### src/rtl/rxr_pkg.sv
package rxr_pkg;
    localparam int AW    = 32;
    localparam int DSC_W = 64;
    localparam int FLG_EMPTY = 15;
    localparam int FLG_WRAP  = 13;
    localparam int FLG_LAST  = 11;
    localparam int FLG_LERR  = 5;
    localparam int FLG_TRUNC = 0;

    typedef enum logic [2:0] {
        ST_OFF, ST_CHECK, ST_RECV, ST_DROP, ST_CRC, ST_CLOSE, ST_NEXT
    } rxr_state_e;

    function automatic logic [31:0] crc32_step(input logic [31:0] c, input logic [7:0] d);
        logic [31:0] r;
        r = c ^ {24'h0, d};
        for (int k = 0; k < 8; k++)
            r = r[0] ? ((r >> 1) ^ 32'hEDB88320) : (r >> 1);
        return r;
    endfunction
endpackage

### src/rtl/rxr_crc_acc.sv
module rxr_crc_acc (
    input  logic        clk,
    input  logic        rst_n,
    input  logic        clear,
    input  logic        en,
    input  logic [7:0]  data,
    output logic [31:0] crc_out
);
    logic [31:0] acc;

    always_ff @(posedge clk or negedge rst_n) begin
        if (!rst_n)      acc <= '1;
        else if (clear)  acc <= '1;
        else if (en)     acc <= rxr_pkg::crc32_step(acc, data);
    end

    assign crc_out = ~acc;
endmodule

### src/rtl/rxr_ring_ptr.sv
module rxr_ring_ptr #(
    parameter int AW = 32
) (
    input  logic          clk,
    input  logic          rst_n,
    input  logic          load,
    input  logic [AW-1:0] base,
    input  logic          advance,
    input  logic          wrap,
    output logic [AW-1:0] ptr
);
    logic [AW-1:0] base_al;
    assign base_al = {base[AW-1:2], 2'b00};

    always_ff @(posedge clk or negedge rst_n) begin
        if (!rst_n)        ptr <= '0;
        else if (load)     ptr <= base_al;
        else if (advance)  ptr <= wrap ? base_al : ptr + AW'(8);
    end

    always_ff @(posedge clk)
        if (rst_n) assert (ptr[1:0] == 2'b00) else $error("AST_PTR_ALIGN");
endmodule

### src/rtl/rxr_ring_writer.sv
module rxr_ring_writer
    import rxr_pkg::*;
#(
    parameter int FRAME_MAX = 2048,
    parameter int LEN_W     = 16,
    parameter int BSZ_W     = 11
) (
    input  logic              clk,
    input  logic              rst_n,
    input  logic              ctl_enable,
    input  logic              ring_load,
    input  logic              rx_demand,
    input  logic [AW-1:0]     cfg_ring_base,
    input  logic [LEN_W-1:0]  cfg_frame_limit,
    input  logic [BSZ_W-1:0]  cfg_buf_max,
    input  logic              in_valid,
    input  logic [7:0]        in_data,
    input  logic              in_last,
    output logic              in_ready,
    output logic [AW-1:0]     dsc_addr,
    input  logic [DSC_W-1:0]  dsc_rdata,
    output logic              dsc_we,
    output logic [DSC_W-1:0]  dsc_wdata,
    output logic              dat_we,
    output logic [AW-1:0]     dat_addr,
    output logic [7:0]        dat_byte,
    output logic              rx_active,
    output logic              ev_rx_buffer,
    output logic              ev_rx_frame
);
    localparam logic [BSZ_W-1:0] BSZ_MASK = ~BSZ_W'(15);
    localparam logic [LEN_W-1:0] KEEP_MAX = LEN_W'(FRAME_MAX - 4);

    rxr_state_e      state, state_n;
    logic [AW-1:0]   buf_addr;
    logic [15:0]     cur_flags;
    logic [LEN_W-1:0] fill, pay_cnt, buf_lim;
    logic            trunc, in_crc, close_final;
    logic [1:0]      crc_idx;
    logic [31:0]     crc_val;
    logic            accept, room, fill_hit, dsc_empty, frame_clr, lerr;
    logic [15:0]     flags_wb;

    assign buf_lim   = LEN_W'(cfg_buf_max & BSZ_MASK);
    assign accept    = in_valid && in_ready;
    assign room      = pay_cnt < KEEP_MAX;
    assign fill_hit  = (fill + LEN_W'(1)) == buf_lim;
    assign dsc_empty = dsc_rdata[16 + FLG_EMPTY];
    assign frame_clr = (state == ST_OFF) || (state == ST_CHECK) ||
                       ((state == ST_CLOSE) && close_final);
    assign lerr      = trunc || (({1'b0, pay_cnt} + (LEN_W+1)'(4)) > {1'b0, cfg_frame_limit});

    rxr_crc_acc u_crc (
        .clk(clk), .rst_n(rst_n), .clear(frame_clr),
        .en(state == ST_RECV && accept && room),
        .data(in_data), .crc_out(crc_val)
    );

    rxr_ring_ptr #(.AW(AW)) u_ptr (
        .clk(clk), .rst_n(rst_n), .load(ring_load), .base(cfg_ring_base),
        .advance(state == ST_CLOSE), .wrap(cur_flags[FLG_WRAP]), .ptr(dsc_addr)
    );

    // state register
    always_ff @(posedge clk or negedge rst_n) begin
        if (!rst_n) state <= ST_OFF;
        else        state <= state_n;
    end

    // next-state
    always_comb begin
        state_n = state;
        unique case (state)
            ST_OFF:   if (rx_demand) state_n = ST_CHECK;
            ST_CHECK: state_n = dsc_empty ? ST_RECV : ST_OFF;
            ST_RECV:  if (accept) begin
                          if (room && fill_hit) state_n = ST_CLOSE;
                          else if (in_last)     state_n = ST_CRC;
                      end
            ST_DROP:  if (accept && in_last) state_n = ST_OFF;
            ST_CRC:   if (crc_idx == 2'd3 || fill_hit) state_n = ST_CLOSE;
            ST_CLOSE: state_n = ST_NEXT;
            ST_NEXT:  if (close_final)   state_n = dsc_empty ? ST_RECV : ST_OFF;
                      else if (dsc_empty) state_n = in_crc ? ST_CRC : ST_RECV;
                      else               state_n = in_crc ? ST_OFF : ST_DROP;
            default:  state_n = ST_OFF;
        endcase
        if (!ctl_enable) state_n = ST_OFF;
    end

    // datapath registers
    always_ff @(posedge clk or negedge rst_n) begin
        if (!rst_n) begin
            buf_addr <= '0; cur_flags <= '0; fill <= '0; pay_cnt <= '0;
            trunc <= 1'b0; in_crc <= 1'b0; crc_idx <= '0; close_final <= 1'b0;
            ev_rx_buffer <= 1'b0; ev_rx_frame <= 1'b0;
        end else begin
            ev_rx_buffer <= (state == ST_CLOSE) && !close_final;
            ev_rx_frame  <= (state == ST_CLOSE) &&  close_final;
            if (state_n == ST_CLOSE && state != ST_CLOSE)
                close_final <= (state == ST_CRC) && (crc_idx == 2'd3);
            if (frame_clr) begin
                pay_cnt <= '0; trunc <= 1'b0; in_crc <= 1'b0; crc_idx <= '0;
            end
            unique case (state)
                ST_CHECK, ST_NEXT: if (dsc_empty) begin
                    buf_addr  <= dsc_rdata[63:32];
                    cur_flags <= dsc_rdata[31:16];
                    fill      <= '0;
                end
                ST_RECV: if (accept) begin
                    if (room) begin
                        pay_cnt <= pay_cnt + LEN_W'(1);
                        fill    <= fill + LEN_W'(1);
                    end else begin
                        trunc <= 1'b1;
                    end
                    if (in_last) in_crc <= 1'b1;
                end
                ST_CRC: begin
                    fill    <= fill + LEN_W'(1);
                    crc_idx <= crc_idx + 2'd1;
                end
                default: ;
            endcase
        end
    end

    // outputs
    always_comb begin
        flags_wb = cur_flags;
        flags_wb[FLG_EMPTY] = 1'b0;
        if (close_final) begin
            flags_wb[FLG_LAST]  = 1'b1;
            flags_wb[FLG_LERR]  = flags_wb[FLG_LERR] | lerr;
            flags_wb[FLG_TRUNC] = flags_wb[FLG_TRUNC] | trunc;
        end
        in_ready  = (state == ST_RECV) || (state == ST_DROP);
        rx_active = !(state == ST_OFF || state == ST_CHECK);
        dsc_we    = (state == ST_CLOSE);
        dsc_wdata = {buf_addr, flags_wb, fill[15:0]};
        dat_we    = (state == ST_RECV && accept && room) || (state == ST_CRC);
        dat_addr  = buf_addr + AW'(fill);
        dat_byte  = (state == ST_CRC) ? crc_val[8*(3-crc_idx) +: 8] : in_data;
    end

    AST_DISABLE_READY: assert property (@(posedge clk) disable iff (!rst_n)
        !ctl_enable |=> !in_ready && !rx_active) else $error("AST_DISABLE_READY");
    AST_FILL_BOUND: assert property (@(posedge clk) disable iff (!rst_n)
        dat_we |-> fill < buf_lim) else $error("AST_FILL_BOUND");
    AST_WB_EMPTY_CLR: assert property (@(posedge clk) disable iff (!rst_n)
        dsc_we |-> !dsc_wdata[16 + FLG_EMPTY]) else $error("AST_WB_EMPTY_CLR");
    AST_EVENT_AFTER_WB: assert property (@(posedge clk) disable iff (!rst_n)
        dsc_we |=> (ev_rx_frame ^ ev_rx_buffer)) else $error("AST_EVENT_AFTER_WB");
    AST_TRUNC_NO_WRITE: assert property (@(posedge clk) disable iff (!rst_n)
        (state == ST_RECV && trunc) |-> !dat_we) else $error("AST_TRUNC_NO_WRITE");
    AST_DROP_NO_WB: assert property (@(posedge clk) disable iff (!rst_n)
        (state == ST_DROP) |-> !dsc_we && !dat_we) else $error("AST_DROP_NO_WB");
endmodule

### config.mk
export PLATFORM = sky130hd
export DESIGN_NAME = rxr_ring_writer
export DESIGN_NICKNAME = d
export VERILOG_FILES = /design/src/rtl/rxr_pkg.sv /design/src/rtl/rxr_crc_acc.sv /design/src/rtl/rxr_ring_ptr.sv /design/src/rtl/rxr_ring_writer.sv
export SDC_FILE = /design/constraint.sdc
export NUM_CORES = 1
export LEC_CHECK = 0
export ABC_AREA = 1
export BUFFER_PORTS_ARGS = -buffer_cell sky130_fd_sc_hd__buf_2
export CAP_MARGIN = 20
export CORE_ASPECT_RATIO = 1.5
export CORE_MARGIN = 2
export CORE_UTILIZATION = 50
export CTS_CLUSTER_SIZE = 12
export DETAILED_ROUTE_END_ITERATION = 8
export GPL_ROUTABILITY_DRIVEN = 0
export HOLD_SLACK_MARGIN = 0.02
export PLACE_DENSITY = 0.79
export SYNTH_ARGS = -nofsm -noshare
export SYNTH_HDL_FRONTEND = slang
export SYNTH_HIERARCHICAL = 1
export SYNTH_SLANG_ARGS = --single-unit
export TNS_END_PERCENT = 20
### constraint.sdc
create_clock -name clk -period 2.7 [get_ports clk]
set_clock_uncertainty 0.2 [all_clocks]
set_input_delay 0.27 -clock clk [delete_from_list [all_inputs] [get_ports clk]]
set_output_delay 0.27 -clock clk [all_outputs]
set_load 0.02 [all_outputs]
---- After elaboration in Yosys (flattened, before gate mapping) ----
Cells that the tools add are included.
Widths: inputs -> output; s select.
storage, ports and cells
  bits in registers ....................... 153
  bits in latches ......................... 0
  bits in writable memories ............... 0
  ROM bits ................................ 0
  input bits .............................. 138
  output and inout port bits .............. 142
  word-level logic and storage cells ...... 121
  memories kept ........................... 0
operators by class
  add/sub/neg operators ................... 7
  $mul .................................... 0
  div/mod/pow operators ................... 0
  order comparisons ....................... 2
  eq/ne operators ......................... 13
  shift-type cells ........................ 1
  multiplexer cells ....................... 48
  bitwise gates (word level) .............. 12
  reductions and logical operators ........ 25
operator list
  cell                   count
  $mux 32                13
  $mux 16                7
  $not 13->14            8
  $pmux 16 s3            1
  $shiftx 32x33->8       1
  $add 16x1->16 const B  2
  $add 32x16->32         1
  $add 32x4->32 const B  1
  $not 32->32            1
  $xor 32x8->32          1
  $mux 3                 10
  $pmux 3 s7             1
  $add 16x3->17 const B  1
  $gt 17x16->1           1
  $eq 16x11->1           1
  $lt 16x11->1 const B   1
  $eq 3x3->1 const B     4
  $mux 1                 11
  $logic_and 1x1->1      9
  $mux 2                 4
  $mux 8                 1
  $eq 3x2->1 const B     2
  $logic_or 1x1->1       6
  $ne 2x2->1 const B     3
  other kinds (13)       17

---- Longest topological paths before layout ----
  depth after elaboration ................. 19
  mapped depth ............................ 17
  mapped depth without buffers ............ 17

---- Hierarchy ----
The synthesis kept the hierarchy.
by module, submodules not included
  module           times used  cells each  area an instance (µm²)  seq. area each (µm²)
  rxr_ring_writer  1           944         6547.5                  2227.1
  rxr_crc_acc      1           367         2552.4                  840.8
  rxr_ring_ptr     1           362         2309.7                  750.7

---- Worst setup path after synthesis ----
Ideal clock, no wire load.
  kind .................................... register to output
  from .................................... register fill[0]
  to ...................................... output port dat_addr[26]
  arrival ................................. 2568 ps
  data required time ...................... 2230 ps
  setup slack ............................. -338 ps
  cell stages (with the launch flop) ...... 12
  path buffers ............................ 0
  cell sequence ........................... dfrtp_1 ha_1 inv_1 fa_1 o21ai_1 a21oi_1 o21ai_1 nand2_1 nand2_1 nand3_1 nor3_1 xor2_1
on the way
  cells in the longest elaborated chain, start to end .. 1
RTL lines
  element                 line                    text
  from (decl)             rxr_ring_writer.sv:37   logic [LEN_W-1:0] fill, pay_cnt, buf_lim;
  from (signal assigned)  rxr_ring_writer.sv:114  fill <= fill + LEN_W'(1);
  from (signal assigned)  rxr_ring_writer.sv:121  fill <= fill + LEN_W'(1);
  $add 32x16->32          rxr_ring_writer.sv:143  dat_addr = buf_addr + AW'(fill);
  to (decl)               rxr_ring_writer.sv:25   output logic [AW-1:0] dat_addr,
Every way passes these cells.

---- Worst setup path in the final report ----
  from .................................... register pay_cnt[3]
  to ...................................... output port dsc_wdata[21]
on the way
  cells in the longest elaborated chain, start to end .. 5
RTL lines
  element                 line                    text
  from (decl)             rxr_ring_writer.sv:37
  from (signal assigned)  rxr_ring_writer.sv:113  pay_cnt <= pay_cnt + LEN_W'(1);
  $add 16x3->17           rxr_ring_writer.sv:51   assign lerr = trunc || (({1'b0, pay_cnt} + (LEN_W+1)'(4)) > {1'b0, cfg_frame_limit});
  $gt 17x16->1            rxr_ring_writer.sv:51
  $logic_or 1x1->1        rxr_ring_writer.sv:51
  $or 1x1->1              rxr_ring_writer.sv:135  flags_wb[FLG_LERR] = flags_wb[FLG_LERR] | lerr;
  $mux 1                  rxr_ring_writer.sv:133  if (close_final) begin
  to (decl)               rxr_ring_writer.sv:23   output logic [DSC_W-1:0] dsc_wdata,
Every way passes these cells.

==> run summary <==
STA
------------------------------------------------------------------------------
Worst-Margin Slew                                                    0.8170 ns
Count of endpoints failing hold in the final timing report                   0
Setup repair after global routing missed its margin                        yes
Setup WS post-layout                                                -0.9939 ns
Final period demand of the worst path                                 3.694 ns
Sum of negative setup slack                                          -14.26 ns
Upper clock frequency limit                                          270.7 MHz
Fin. max-slew vios                                                           0
Relative max-transition margin                                          45.03%
Post-route fraction of the period consumed by the critical path         136.8%
Final setup vio count                                                       31

SYNTH
------------------------------------------------------------------------------
Cells after synthesis                                                     1673
Number of warnings issued by yosys                                           6
Proportion of synthesized chip area in sequential cells                 33.47%
Cell Area, Synth                                                     11410 um2
Total of flip-flops plus latches after synthesis                           151
Share of the synthesized area in the top cell type                      26.10%
Syn Area/Cell                                                        6.820 um2
Async set-or-reset flop fraction in the synthesized netlist             100.0%
Dominant synthesized flop cell                                    sky130_fd_sc_hd__dfrtp_1
Top cell type by total area after synthesis                       sky130_fd_sc_hd__dfrtp_1
Number of flops mapped to enable cells by yosys                              0
Number of distinct library cells after synthesis                            54
Leading cell types by total area after synthesis                  sky130_fd_sc_hd__dfrtp_1 (26%), sky130_fd_sc_hd__nand2_1 (18%), sky130_fd_sc_hd__dfstp_2 (7.4%)

CTS
------------------------------------------------------------------------------
Number of buffers added by the clock tree synthesis step                    17
Clock tree from TritonCTS                                                 done
Clock sinks                                                                151
Clock insertion delay at the later pin of the skew report              0.45 ns
Buffer cell driving the clock tree root                           sky130_fd_sc_hd__clkbuf_16
Clock-pin slew on the worst setup and hold paths                       0.07 ns
Clock H-tree levels                                                          4
Largest buffer count on any clock path                                       2

DETAILED ROUTING
------------------------------------------------------------------------------
Remaining antenna violation count after routing                              0
Via count of the routed design                                           13832
DRT iter0 DRCs                                                            1230
Sum of routed wire length over all layers                             45.56 mm
# DRC                                                                        0
Wire length per cell after detailed routing                           18.95 um
Routed via count divided by cell count                                   5.754
1st-pass router iterations                                                   8

SETUP PATH
------------------------------------------------------------------------------
Classification of the worst setup path                              reg -> out
WP data arrival                                                        3.22 ns
Reg-to-Reg Start                                                       fill[1]
Critical Path Fanout Max                                                     4
Kind of end point of the critical path                             output port
CP startpoint kind                                                        flop
Worst Path Required                                                    2.23 ns
Startpoint of the worst setup timing path                           pay_cnt[3]

PWR
------------------------------------------------------------------------------
Power density normalized to cell area                             607.9 nW/um2
Worst voltage drop across the vdd grid                             0.0006316 V
Leakage Power                                                         8.324 nW
Overall power of the completed layout                                 9.665 mW

LAYOUT
------------------------------------------------------------------------------
Area occupied by multi-input gates                                    7082 um2
Fillers                                                                   1590
Storage cell area                                                     3826 um2
Ratio of cells with drive above 1 in the final layout                   29.90%
Nets                                                                      2290
Finished Core Util                                                      71.03%
Layout-stage area growth over the synthesis result                      39.35%

GRT
------------------------------------------------------------------------------
Global route total overflow                                                  0
Initial antenna violation count                                              1
Pin count of the biggest net entering global routing                        60
First-pass GRT wire length                                            65.81 mm
Number of global-route vias before repair                                13654
Global-route usage over all layers                                      34.02%

DIE
------------------------------------------------------------------------------
Number of ports placed on the die boundary                                 280
Starting density of the core                                            50.98%
Die area                                                             24070 um2
FP Rows                                                                     67
Die Span Y                                                            189.0 um
Die Wd                                                                127.3 um
Floorplan Core Area                                                  22380 um2

HOLD PATH
------------------------------------------------------------------------------
Hold path startpoint                                                 ring_load
Worst min path class                                                 in -> reg

PLACED DESIGN
------------------------------------------------------------------------------
Worst slack at placement                                            -0.5510 ns
Port Buf Inserts                                                           254
Detailed Place HPWL                                                   27.95 mm

FLOW RUN
------------------------------------------------------------------------------
Max-cap violation count                                                      0

OUTCOME
------------------------------------------------------------------------------
Outcome                                                           finished with violations
Failing checks                                                    negative setup slack

-- synthesized netlist by cell type, types with 3 or more instances --
| cell | number |
|---|---|
| sky130_fd_sc_hd__a211oi_1 | 3 |
| sky130_fd_sc_hd__a21oi_1 | 46 |
| sky130_fd_sc_hd__a22oi_1 | 14 |
| sky130_fd_sc_hd__a31oi_1 | 12 |
| sky130_fd_sc_hd__buf_2 | 8 |
| sky130_fd_sc_hd__buf_4 | 16 |
| sky130_fd_sc_hd__clkbuf_1 | 19 |
| sky130_fd_sc_hd__dfrtp_1 | 119 |
| sky130_fd_sc_hd__dfstp_2 | 32 |
| sky130_fd_sc_hd__ha_1 | 37 |
| sky130_fd_sc_hd__inv_1 | 191 |
| sky130_fd_sc_hd__inv_2 | 15 |
| sky130_fd_sc_hd__nand2_1 | 535 |
| sky130_fd_sc_hd__nand2_2 | 27 |
| sky130_fd_sc_hd__nand2_4 | 11 |
| sky130_fd_sc_hd__nand3_1 | 106 |
| sky130_fd_sc_hd__nand3_2 | 3 |
| sky130_fd_sc_hd__nand3b_1 | 5 |
| sky130_fd_sc_hd__nand4_1 | 16 |
| sky130_fd_sc_hd__nor2_1 | 188 |
| sky130_fd_sc_hd__nor2_2 | 16 |
| sky130_fd_sc_hd__nor2_4 | 13 |
| sky130_fd_sc_hd__nor3_1 | 14 |
| sky130_fd_sc_hd__nor4_1 | 6 |
| sky130_fd_sc_hd__o211ai_1 | 5 |
| sky130_fd_sc_hd__o21ai_0 | 61 |
| sky130_fd_sc_hd__o21ai_1 | 32 |
| sky130_fd_sc_hd__o22ai_1 | 15 |
| sky130_fd_sc_hd__xnor2_1 | 17 |
| sky130_fd_sc_hd__xor2_1 | 58 |
-- worst paths after layout --
kind,to,slack [ns],depth (start not counted)
worst min register to register,cur_flags[1],0.27,2
worst min-delay path,u_ptr/ptr[13],0.05,5
max in group asynchronous,u_crc/acc[19],1.47,3
worst max register to register,close_final,-0.10,17
min in group asynchronous,u_ptr/ptr[6],0.13,2
worst max-delay path,dsc_wdata[21],-0.99,17
-- metrics by stage --
stage	hold slack, ns	area [um2]	std cells
4_1_cts	0.02995	15520	2393
5_1_grt	0.09042	15900	2403
3_5_place_dp	0.03107	13770	2271
2_1_floorplan	-0.2256	11520	1674
6_report	0.04994	15900	2404
3_3_place_gp	0.03071	13770	2271
-- logic make-up (layout without fill, tap and decap cells) --
logic type,after synthesis,in the layout,synth area share (%)
XOR/XNOR,78,78,6.284
AND/OR/NAND/NOR,950,950,36.95
multiplexers,2,2,0.1755
buffers and inverters,255,708,9.168
AO/OA/AOI/OAI,197,197,9.661
other,2,4,0.06582
flip-flops,151,151,33.47
adder cells (fa/ha/maj),38,38,4.233
-- cell type report --
type | count | share of cell area (%)
diodes | 1 | 0.01574
multi-input cells | 1268 | 44.54
repair buffers | 466 | 20.30
clock inverters | 12 | 1.102
flip-flops and latches | 151 | 24.07
inverters | 210 | 4.997
well taps | 276 | 2.172
clock buffers | 20 | 2.809
-- sequential cells by signal, summed over array words and instances, names as in the netlist --
name and count:
in_crc 1, ev_rx_frame 1, cur_flags 15, fill 16, pay_cnt 16, crc_idx 2, ev_rx_buffer 1, u_crc/acc 32
state 3, trunc 1, u_ptr/ptr 30, buf_addr 32, close_final 1
-- per-layer routing --
metal	vias up	global-route usage, %	routed length [um]
met5	-	0	0
met4	0	21.39	3587
met3	297	7.742	4847
met2	1030	60.74	21770
met1	6334	35.67	15350
li1	6171	-	-
-- power by group --
group,internal [mW],switching [mW]
Clock,1.57,1.06
Combinational,1.45,2.46
Sequential,2.62,0.509
Total,5.64,4.03
-- layout by cell type, fill, tap and decap left out, types with 15 or more instances in the layout --
cell,instances
sky130_fd_sc_hd__o22ai_1,15
sky130_fd_sc_hd__dlygate4sd3_1,81
sky130_fd_sc_hd__nor2_1,175
sky130_fd_sc_hd__nand2_2,37
sky130_fd_sc_hd__buf_6,15
sky130_fd_sc_hd__clkbuf_16,17
sky130_fd_sc_hd__inv_1,188
sky130_fd_sc_hd__nor2_4,20
sky130_fd_sc_hd__o21ai_0,56
sky130_fd_sc_hd__a21oi_1,32
sky130_fd_sc_hd__nor2_2,22
sky130_fd_sc_hd__nand4_1,16
sky130_fd_sc_hd__o21ai_1,29
sky130_fd_sc_hd__nand3_1,104
sky130_fd_sc_hd__buf_2,227
sky130_fd_sc_hd__inv_2,18
sky130_fd_sc_hd__buf_4,140
sky130_fd_sc_hd__dfstp_2,32
sky130_fd_sc_hd__dfrtp_1,113
sky130_fd_sc_hd__xor2_1,49
sky130_fd_sc_hd__nand2_1,521
sky130_fd_sc_hd__ha_1,27
-- worst max-delay path: stages (launching register included) --
cell and delay [ns]:
sky130_fd_sc_hd__dfrtp_1 0.36, sky130_fd_sc_hd__buf_4 0.12, sky130_fd_sc_hd__ha_2 0.20, sky130_fd_sc_hd__nand2_4 0.08, sky130_fd_sc_hd__nor4_4 0.17, sky130_fd_sc_hd__nand2_2 0.12, sky130_fd_sc_hd__nor2_2 0.12, sky130_fd_sc_hd__xor2_1 0.16
sky130_fd_sc_hd__inv_1 0.06, sky130_fd_sc_hd__ha_1 0.32, sky130_fd_sc_hd__a21oi_1 0.16, sky130_fd_sc_hd__a21oi_1 0.09, sky130_fd_sc_hd__nor2_1 0.10, sky130_fd_sc_hd__nand2_1 0.11, sky130_fd_sc_hd__o21ai_4 0.20, sky130_fd_sc_hd__nand2_2 0.09
sky130_fd_sc_hd__a21o_1 0.20, sky130_fd_sc_hd__buf_6 0.14
-- timing repair --
action,in CTS,in global routing
hold endpoints to repair,214,0
pin swaps,15,31
endpoints found under the setup margin,27,35
gates resized for setup,66,69
setup buffers,9,11
hold buffers,81,0
No activity file was read; power rests on OpenSTA's default activity.
